$ cat config.mk
export PLATFORM = sky130hd
export DESIGN_NAME = buf_timer16
export DESIGN_NICKNAME = d
export VERILOG_FILES = /design/src/rtl/buf_timer16_pkg.sv /design/src/rtl/buf_timer16_prescale.sv /design/src/rtl/buf_timer16_extin.sv /design/src/rtl/buf_timer16.sv
export SDC_FILE = /design/constraint.sdc
export NUM_CORES = 1
export LEC_CHECK = 0
export ABC_AREA = 0
export BUFFER_PORTS_ARGS = -buffer_cell sky130_fd_sc_hd__buf_2
export CAP_MARGIN = 30
export CELL_PAD_IN_SITES_DETAIL_PLACEMENT = 1
export CELL_PAD_IN_SITES_GLOBAL_PLACEMENT = 1
export CORE_AREA = 2 2 80 82
export CTS_CLUSTER_SIZE = 24
export DETAILED_ROUTE_END_ITERATION = 8
export DIE_AREA = 0 0 82 84
export GPL_TIMING_DRIVEN = 1
export PLACE_DENSITY_LB_ADDON = 0.15
export SLEW_MARGIN = 20
export SYNTH_ARGS = -nofsm -noshare
export SYNTH_HDL_FRONTEND = slang
export SYNTH_HIERARCHICAL = 1
export SYNTH_SLANG_ARGS = --single-unit
$ cat constraint.sdc
create_clock -name clk -period 4.85 [get_ports clk]
set_input_delay 0.2425 -clock clk [delete_from_list [all_inputs] [get_ports clk]]
set_output_delay 0.2425 -clock clk [all_outputs]
set_load 0.03 [all_outputs]
$ cat src/rtl/buf_timer16_pkg.sv
// Package: shared constants for the buffered timer.
// Assumes a 2-bit register address and the control bit positions below.
package buf_timer16_pkg;
    localparam logic [1:0] ADDR_LO   = 2'd0;
    localparam logic [1:0] ADDR_HI   = 2'd1;
    localparam logic [1:0] ADDR_CTRL = 2'd2;

    localparam int CB_EN    = 0;
    localparam int CB_EXT   = 1;
    localparam int CB_ASYNC = 2;
    localparam int CB_PSC   = 3;
    localparam int CB_WIDE  = 5;
    localparam int CB_OVF   = 7;

    typedef struct packed {
        logic       wide;
        logic [1:0] psc;
        logic       async_in;
        logic       ext_src;
        logic       en;
    } ctrl_t;
endpackage

$ cat src/rtl/buf_timer16_prescale.sv
// Prescaler: passes one event in every 2**sel events.
// Assumes the event input is a single-cycle pulse. A clear resets the partial
// count. A new ratio applies from the next comparison against the limit.
module buf_timer16_prescale #(
    parameter int SEL_W = 2,
    localparam int PW = (1 << SEL_W) - 1
) (
    input  logic             clk,
    input  logic             rst_n,
    input  logic             clr,
    input  logic             ev,
    input  logic [SEL_W-1:0] sel,
    output logic             out
);
    logic [PW-1:0] pcnt;
    logic [PW-1:0] lim;

    // Limit: the low 'sel' bits set, giving a terminal count of 2**sel - 1.
    always_comb begin
        lim = '0;
        for (int i = 0; i < PW; i++) lim[i] = (i < int'(sel));
    end

    assign out = ev && (pcnt >= lim);

    // Partial event count, wrapping at the limit.
    always_ff @(posedge clk) begin
        if (!rst_n || clr)  pcnt <= '0;
        else if (ev)        pcnt <= (pcnt >= lim) ? '0 : pcnt + 1'b1;
    end

    // the partial count stays within the current limit after an event.
    p_psc_bound_r2: assert property (@(posedge clk) disable iff (!rst_n)
        (ev && !clr) |=> (pcnt <= $past(lim)));
endmodule

$ cat src/rtl/buf_timer16_extin.sv
// External input stage: synchronizer, edge detect and first-edge qualification.
// Assumes pin is asynchronous. The unsynchronized path uses only the first
// sampling flop. 'disarm' is a one-cycle pulse that needs a falling edge
// to be seen again before a rise is reported.
module buf_timer16_extin #(
    parameter int SYNC_STAGES = 2
) (
    input  logic clk,
    input  logic rst_n,
    input  logic pin,
    input  logic async_sel,
    input  logic disarm,
    output logic rise_q
);
    logic [SYNC_STAGES-1:0] sreg;
    logic lvl, prev, rise, fall, armed;

    // Sampling chain; stage 0 alone serves the unsynchronized path.
    always_ff @(posedge clk) begin
        if (!rst_n) sreg <= '0;
        else        sreg <= {sreg[SYNC_STAGES-2:0], pin};
    end

    assign lvl = async_sel ? sreg[0] : sreg[SYNC_STAGES-1];

    // Previous level of the selected path, for edge detection.
    always_ff @(posedge clk) begin
        if (!rst_n) prev <= 1'b0;
        else        prev <= lvl;
    end

    assign rise = lvl && !prev;
    assign fall = !lvl && prev;

    // Qualification: arm on a falling edge, drop on disarm or reset.
    always_ff @(posedge clk) begin
        if (!rst_n || disarm) armed <= 1'b0;
        else if (fall)        armed <= 1'b1;
    end

    assign rise_q = rise && armed;

    // arming only ever follows a detected falling edge.
    p_arm_needs_fall_r9: assert property (@(posedge clk) disable iff (!rst_n)
        $rose(armed) |-> $past(fall));
endmodule

$ cat src/rtl/buf_timer16.sv
// Top: 16-bit timer/counter with byte register access and an optional
// coherent (wide) mode through a holding byte.
// Assumes single-cycle bus strobes and a synchronous active-low reset.
module buf_timer16
    import buf_timer16_pkg::*;
#(
    parameter int DATA_W      = 8,
    parameter int SEL_W       = 2,
    parameter int DIV_W       = 2,
    parameter int SYNC_STAGES = 2
) (
    input  logic              clk,
    input  logic              rst_n,
    input  logic [1:0]        bus_addr,
    input  logic              bus_wr,
    input  logic              bus_rd,
    input  logic [DATA_W-1:0] bus_wdata,
    output logic [DATA_W-1:0] bus_rdata,
    input  logic              ext_pin,
    output logic              ovf_flag
);
    localparam int CNT_W = 2 * DATA_W;

    ctrl_t             ctrl;
    logic              ovf, en_d;
    logic [CNT_W-1:0]  cnt;
    logic [DATA_W-1:0] hbuf;
    logic [DIV_W-1:0]  div;
    logic wr_lo, wr_hi, wr_ctrl, rd_lo;
    logic tick, ext_rise, ev, psc_out, inc, disarm;

    assign wr_lo   = bus_wr && (bus_addr == ADDR_LO);
    assign wr_hi   = bus_wr && (bus_addr == ADDR_HI);
    assign wr_ctrl = bus_wr && (bus_addr == ADDR_CTRL);
    assign rd_lo   = bus_rd && (bus_addr == ADDR_LO);

    // Free-running divider that gives the quarter-rate internal tick.
    always_ff @(posedge clk) begin
        if (!rst_n) div <= '0;
        else        div <= div + 1'b1;
    end
    assign tick = &div;

    // Control register fields.
    always_ff @(posedge clk) begin
        if (!rst_n) ctrl <= '0;
        else if (wr_ctrl) begin
            ctrl.en       <= bus_wdata[CB_EN];
            ctrl.ext_src  <= bus_wdata[CB_EXT];
            ctrl.async_in <= bus_wdata[CB_ASYNC];
            ctrl.psc      <= bus_wdata[CB_PSC +: 2];
            ctrl.wide     <= bus_wdata[CB_WIDE];
        end
    end

    // Delayed enable, for detecting the enable's rising edge.
    always_ff @(posedge clk) begin
        if (!rst_n) en_d <= 1'b0;
        else        en_d <= ctrl.en;
    end

    assign disarm = wr_lo || wr_hi || (ctrl.en && !en_d);

    buf_timer16_extin #(.SYNC_STAGES(SYNC_STAGES)) u_extin (
        .clk       (clk),
        .rst_n     (rst_n),
        .pin       (ext_pin),
        .async_sel (ctrl.async_in),
        .disarm    (disarm),
        .rise_q    (ext_rise)
    );

    assign ev = ctrl.en && (ctrl.ext_src ? ext_rise : tick);

    buf_timer16_prescale #(.SEL_W(SEL_W)) u_psc (
        .clk   (clk),
        .rst_n (rst_n),
        .clr   (wr_lo),
        .ev    (ev),
        .sel   (ctrl.psc),
        .out   (psc_out)
    );

    assign inc = psc_out && !wr_lo && !wr_hi;

    // Live count: bus writes take priority over increments.
    always_ff @(posedge clk) begin
        if (!rst_n)                 cnt <= '0;
        else if (wr_lo)             cnt <= {(ctrl.wide ? hbuf : cnt[CNT_W-1:DATA_W]), bus_wdata};
        else if (wr_hi && !ctrl.wide) cnt[CNT_W-1:DATA_W] <= bus_wdata;
        else if (inc)               cnt <= cnt + 1'b1;
    end

    // Holding byte: loaded by high writes or low reads, in wide mode only.
    always_ff @(posedge clk) begin
        if (!rst_n)                  hbuf <= '0;
        else if (ctrl.wide && wr_hi) hbuf <= bus_wdata;
        else if (ctrl.wide && rd_lo) hbuf <= cnt[CNT_W-1:DATA_W];
    end

    // Sticky overflow: a wrap wins over a clearing write in the same cycle.
    always_ff @(posedge clk) begin
        if (!rst_n)                           ovf <= 1'b0;
        else if (inc && (&cnt))               ovf <= 1'b1;
        else if (wr_ctrl && !bus_wdata[CB_OVF]) ovf <= 1'b0;
    end
    assign ovf_flag = ovf;

    // Read multiplexer.
    always_comb begin
        unique case (bus_addr)
            ADDR_LO:   bus_rdata = cnt[DATA_W-1:0];
            ADDR_HI:   bus_rdata = ctrl.wide ? hbuf : cnt[CNT_W-1:DATA_W];
            ADDR_CTRL: bus_rdata = {ovf, 1'b0, ctrl.wide, ctrl.psc,
                                    ctrl.async_in, ctrl.ext_src, ctrl.en};
            default:   bus_rdata = '0;
        endcase
    end

    // every counter advance is exactly one step.
    p_count_step_r2: assert property (@(posedge clk) disable iff (!rst_n)
        inc |=> (cnt == $past(cnt) + 1'b1));
    // disabled and not written means the count holds.
    p_hold_disabled_r10: assert property (@(posedge clk) disable iff (!rst_n)
        (!ctrl.en && !wr_lo && !wr_hi) |=> $stable(cnt));
    // a wide-mode high-byte write leaves the live count untouched.
    p_wide_hi_write_r5: assert property (@(posedge clk) disable iff (!rst_n)
        (ctrl.wide && wr_hi) |=> $stable(cnt));
    // the flag only falls on a clearing control write.
    p_ovf_sticky_r3: assert property (@(posedge clk) disable iff (!rst_n)
        (ovf && !(wr_ctrl && !bus_wdata[CB_OVF])) |=> ovf);
endmodule

======== Word level (Yosys, flattened, before mapping) ========
Cells that the tools add are included.
storage, ports and cells
  output and inout bits ................... 9
  input bits .............................. 15
  logic and storage cells ................. 75
  register bits ........................... 41
operators by class
  $add $sub $neg .......................... 3
  equality and inequality tests ........... 3
  reductions and logical operators ........ 37
  mux-type cells .......................... 13
  order comparisons ....................... 4
operator list
  operator                                              count
  two-way mux 8 bit                                     5
  two-way mux 16 bit                                    2
  case mux 8 bit (3 select lines)                       1
  logical AND 1 bit                                     17
  adder 16 x 1 -> 16 bit (second input constant)        1
  AND reduction 16 bit                                  1
  zero test 1 bit                                       8
  nonzero test 2 bit                                    3
  logical OR 1 bit                                      4
  < comparator 1 x 2 -> 1 bit (first input constant)    2
  two-way mux 1 bit                                     4
  AND reduction 2 bit                                   2
  adder 3 x 1 -> 3 bit (second input constant)          1
  greater-or-equal comparator 3 bit                     1
  two-way mux 3 bit                                     1
  nonzero test 3 bit                                    1
  adder 2 x 1 -> 2 bit (second input constant)          1
  equality test 2 x 1 -> 1 bit (second input constant)  1
  equality test 2 bit (second input constant)           1
  zero test 2 bit                                       1
  < comparator 2 bit (first input constant)             1
  != test 2 x 1 -> 1 bit (second input constant)        1

======== Depth between registers and ports, before layout ========
  depth after elaboration ................. 11
  depth in mapped cells ................... 11
  gate-level depth less buffers ........... 10

======== Hierarchy ========
Netlist, hierarchy kept.
modules (own cells, without submodules)
  module                cells each  times used  area an instance (um^2)  seq. area each (um^2)
  buf_timer16           273         1           2210.9                   680.7
  buf_timer16_prescale  29          1           272.8                    60.1
  buf_timer16_extin     12          1           138.9                    80.1

======== Worst setup path before layout ========
OpenSTA, ideal clock, no wires.
  path kind ............................... reg2reg
  start point ............................. reg ctrl[3] in the netlist's numbering
  end point ............................... reg cnt[12]
  stages on the path, launching flop included .. 10
  slack ................................... 2.792 ns
  path buffers ............................ 1
  period minus slack after synthesis ...... 2.058 ns
  required time ........................... 4.731 ns
  arrival time ............................ 1.939 ns
  library setup time ...................... 0.119 ns
  cell sequence ........................... dfxtp_1 or2_2 ha_1 nor2b_2 o21ai_0 and2_1 buf_6 o21ai_2 a21oi_1 o221a_2
between the ends
  longest elaborated chain between the ends .. 6
  elaborated cells between the ends (all ways) .. 8
  classes of those cells .................. 4 x order compare; 4 x reduce/logical
RTL lines
  what                                                               RTL line                    RTL
  from (decl)                                                        buf_timer16.sv:24           ctrl_t ctrl;
  < comparator 1 x 2 -> 1 bit or < comparator 2 bit (tied branches)  buf_timer16_prescale.sv:21  for (int i = 0; i < PW; i++) lim[i] = (i < int'(sel));
  greater-or-equal comparator 3 bit *                                buf_timer16_prescale.sv:24  assign out = ev && (pcnt >= lim);
  logical AND 1 bit *                                                buf_timer16_prescale.sv:24
  named net psc_out                                                  buf_timer16.sv:30           logic tick, ext_rise, ev, psc_out, inc, disarm;
  logical AND 1 bit * (2 in a row)                                   buf_timer16.sv:84           assign inc = psc_out && !wr_lo && !wr_hi;
  nonzero test 3 bit (no source line) *                              n/a
  to (signal assigned)                                               buf_timer16.sv:89           else if (wr_lo) cnt <= {(ctrl.wide ? hbuf : cnt[CNT_W-1:DATA_W]), bus_wdata};
  to (signal, indexed assignment)                                    buf_timer16.sv:90           else if (wr_hi && !ctrl.wide) cnt[CNT_W-1:DATA_W] <= bus_wdata;
  to (signal assigned)                                               buf_timer16.sv:91           else if (inc) cnt <= cnt + 1'b1;
  to (decl)                                                          buf_timer16.sv:26           logic [CNT_W-1:0] cnt;
Mark *: on every way through the listed nets, which the timed path passes. The rest lies on a longest branch.
A chain may end at the register's enable or synchronous reset.

======== Final worst setup path ========
  start point ............................. reg ctrl[2] in the netlist's numbering
  end point ............................... reg cnt[9]
between the ends
  longest elaborated chain between the ends .. 9
RTL lines
  what                                 RTL line                    RTL
  two-way mux 1 bit                    buf_timer16_extin.sv:24     assign lvl = async_sel ? sreg[0] : sreg[SYNC_STAGES-1];
  logical AND 1 bit                    buf_timer16_extin.sv:32     assign rise = lvl && !prev;
  logical AND 1 bit                    buf_timer16_extin.sv:41     assign rise_q = rise && armed;
  named net ext_rise                   buf_timer16.sv:30
  two-way mux 1 bit                    buf_timer16.sv:73           assign ev = ctrl.en && (ctrl.ext_src ? ext_rise : tick);
  logical AND 1 bit                    buf_timer16.sv:73
  named net ev                         buf_timer16.sv:30
  logical AND 1 bit                    buf_timer16_prescale.sv:24
  named net psc_out                    buf_timer16.sv:30
  logical AND 1 bit (2 in a row)       buf_timer16.sv:84
  nonzero test 3 bit (no source line)  n/a
The timed path passes the listed nets, and every way through them passes these cells.

==> out/qor.txt <==
Die ar.: 6890 sq um
I/O Buffers: 23
Seq pwr share: 45.9%
worst hold path depth: 2
Site Rows: 29
Required @ worst endpoint: 5.05 ns
Max Cap Viol: 0
Ports: 24
Pwr Total: 0.799 mW
share of cells above drive strength 1: 14.8%
Final Cycle Share: 52.4%
critical path class: register to register
routed wire length: 7.79 mm
WHS Endpoint: u_extin/sreg[0]
Crit. End Element: register
drt first-iter violations: 114
Synth Warn #: 6
Hold Startpoint: ext_pin
Sw Ratio: 26.3%
first-pass GRT wire length: 12.4 mm
Detail Route Antenna Nets: 0
overall routing resource usage: 23.7%
CTS tree: done
antenna violations before repair: 0
final setup vio count: 0
DR vias: 2377
crit-path cells: mux2i_1 -> nor3b_1 -> mux2i_1 -> nor2_1 -> and2_1 -> inv_1 -> a21oi_2 -> o221ai_1 -> o221a_1
CP arrival: 2.74 ns
post-CTS resize count: 0
dpl ws: 2.30 ns
RR Startpoint: ctrl[2]
Comb pwr share: 12.3%
final worst slack: 2.31 ns
leakage power: 1.15 nW
worst-case reg-to-reg path depth: 9
clock power share: 41.9%
Post-Syn Instances: 314
CTS H-tree lvls: 2
RSZ-0062 raised after global routing: no
status: finished clean
Routed wire per std cell: 19.4 um
via/cell ratio: 5.93
Internal: 0.588 mW
gr ovfl total: 0
pin slew with the least headroom to its limit: 0.822 ns
Cell variety after synth: 67
worst-skew pair later-pin latency: 0.31 ns
nets: 344
CP most frequent cell: mux2i_1
CTS sink cnt: 41
Worst-path clk slew: 0.09 ns
HP Class: primary input to register
Worst slew margin: 45.1%
placeable core area: 6100 sq um
vias in the first global route: 2300
RR Endpoint: cnt[9]
DRC Markers: 0
largest net degree at the start of global routing: 45
initial cell density of the core: 43.0%
Peak Freq: 393 MHz
Post-CTS Hold Fix Bufs: 0
setup slack, reg-to-reg: 2.31 ns
clock buffers created by TritonCTS: 5
Main synth FF type: dfxtp_1
Setup TNS: 0 ns
DP Wirelength: 5.71 mm
Net Switching: 0.210 mW
Slew Limit Fails: 0
fill cell count: 744
First-pass DRT Iterations: 4
sum of buffers and inverters on the critical path: 1
worst IR drop on VDD: 0.207 mV
Layout Utilization: 46.2%
final hold viol count: 0
GP Congestion: 0.852
Syn Area/Cell: 8.35 sq um
async set-reset flop share out of synthesis: 0%
# Post-CTS Setup Buffers: 0
Antenna diodes: 0
syn nets: 335
Worst path max stage delay: 0.46 ns
Power Density: 283 nW/um^2
min Tclk post-route: 2.54 ns
synthesized area: 2620 sq um
chip width: 82 um
clock root cell: clkbuf_8
Top Family by Delay on Critical Path: simple AND/OR/NAND/NOR gates
Die Ht: 84 um
clk_skew: 0.0110 ns
synthesis-stage register bit count: 41
Slowest cell on crit path: and2_1
most frequent cells in the layout: nand2_1, dfxtp_1, buf_2, o21ai_0
Area Overhead vs Synth: 7.44%
Crit Path Max Fanout: 10
CTS max path bufs: 2
Critical Path Source Type: register
Post-synth EDFFs: 0
Seq/Total Area, Yosys: 31.3%
-- layout make-up --
type                            instances  area (sq um)  area share [%]
Multi-Input combinational cell        242          1610            57.2
Sequential cell                        41           821            29.1
Inverter                                9          33.8            1.20
Timing Repair Buffer                   24           120            4.26
Tap cell                               77          96.3            3.42
Clock buffer                            5          68.8            2.44
Clock inverter                          3          65.1            2.31
-- registers in the layout, summed over array words and instances (netlist names) --
name,count
u_extin/armed,1
u_psc/pcnt,3
div,2
u_extin/prev,1
u_extin/sreg,2
hbuf,8
cnt,16
ctrl,6
en_d,1
ovf_flag,1
-- Yosys cell counts (4+ instances only) --
master / number / area [sq um]
a21boi_1: 5 / 37.5
a21oi_1: 13 / 65.1
o211a_1: 9 / 90.1
and2_1: 7 / 43.8
clkbuf_1: 4 / 15.0
xor2_1: 6 / 52.6
o21ai_1: 5 / 25.0
dfxtp_1: 41 / 821
o211ai_1: 5 / 37.5
mux2i_1: 16 / 160
ha_1: 6 / 75.1
a211oi_1: 4 / 30.0
a21boi_0: 7 / 52.6
nand4_1: 10 / 62.6
o21ai_0: 18 / 90.1
nand3_1: 16 / 80.1
buf_2: 9 / 45.0
inv_1: 6 / 22.5
nor2_1: 14 / 52.6
nor2b_1: 4 / 25.0
nand2_1: 41 / 154
and3_1: 6 / 37.5
a22oi_1: 4 / 30.0
-- logic make-up (layout without fill, tap and decap cells) --
family | after synthesis | count (layout) | synth area share, %
AO/OA/AOI/OAI | 89 | 89 | 24.0
adder cells (fa/ha/maj) | 6 | 6 | 2.86
XOR/XNOR | 9 | 9 | 3.01
flip-flops | 41 | 41 | 31.3
AND/OR/NAND/NOR | 122 | 122 | 25.5
buffers and inverters | 31 | 41 | 7.20
multiplexers | 16 | 16 | 6.11
-- worst max path at each step --
| stage | from | to | slack [ns] | cells past startpoint |
|---|---|---|---|---|
| after global placement | ctrl[5] | hbuf[3] | 2.29 | 5 |
| after detailed placement | ctrl[2] | cnt[9] | 2.30 | 9 |
| after global routing | ctrl[2] | cnt[13] | 2.05 | 9 |
| final | ctrl[2] | cnt[9] | 2.31 | 9 |
| after floorplan | ctrl[3] | cnt[12] | 2.79 | 9 |
| after CTS | ctrl[2] | cnt[9] | 2.29 | 9 |
-- layer usage --
| layer | track usage [%] | vias up | wire length (um) | share of wire [%] |
|---|---|---|---|---|
| li1 | - | 1157 | - | - |
| met1 | 31.5 | 1170 | 3620 | 46 |
| met2 | 38.7 | 36 | 3710 | 48 |
| met3 | 4.55 | 14 | 293 | 3.8 |
| met4 | 6.52 | 0 | 165 | 2.1 |
| met5 | 0 | - | 0 | 0 |
-- power groups by stage --
| stage | registers [mW] | clock network, mW | logic (mW) |
|---|---|---|---|
| 2_1_floorplan | 0.365 | 0 | 0.0758 |
| 3_3_place_gp | 0.374 | 0 | 0.0968 |
| 3_5_place_dp | 0.374 | 0 | 0.0981 |
| 4_1_cts | 0.366 | 0.338 | 0.0986 |
| 5_1_grt | 0.369 | 0.354 | 0.108 |
| 6_report | 0.366 | 0.334 | 0.0980 |
-- worst reg2reg max path, delay by kind of cell (launching register included) --
family / cells / cell delay [ns]
simple gates: 3 / 0.98
compound gates: 3 / 0.70
buf+inv: 1 / 0.13
mux: 2 / 0.23
flops: 1 / 0.39
-- stage by stage --
stage          std cells  cell area, sq um  hold WS (ns)
2_1_floorplan        314              2620         0.364
3_3_place_gp         392              2680         0.415
3_5_place_dp         393              2680         0.448
4_1_cts              401              2820         0.133
5_1_grt              401              2820         0.157
6_report             401              2820         0.129
No activity file was read; power rests on OpenSTA's default activity.
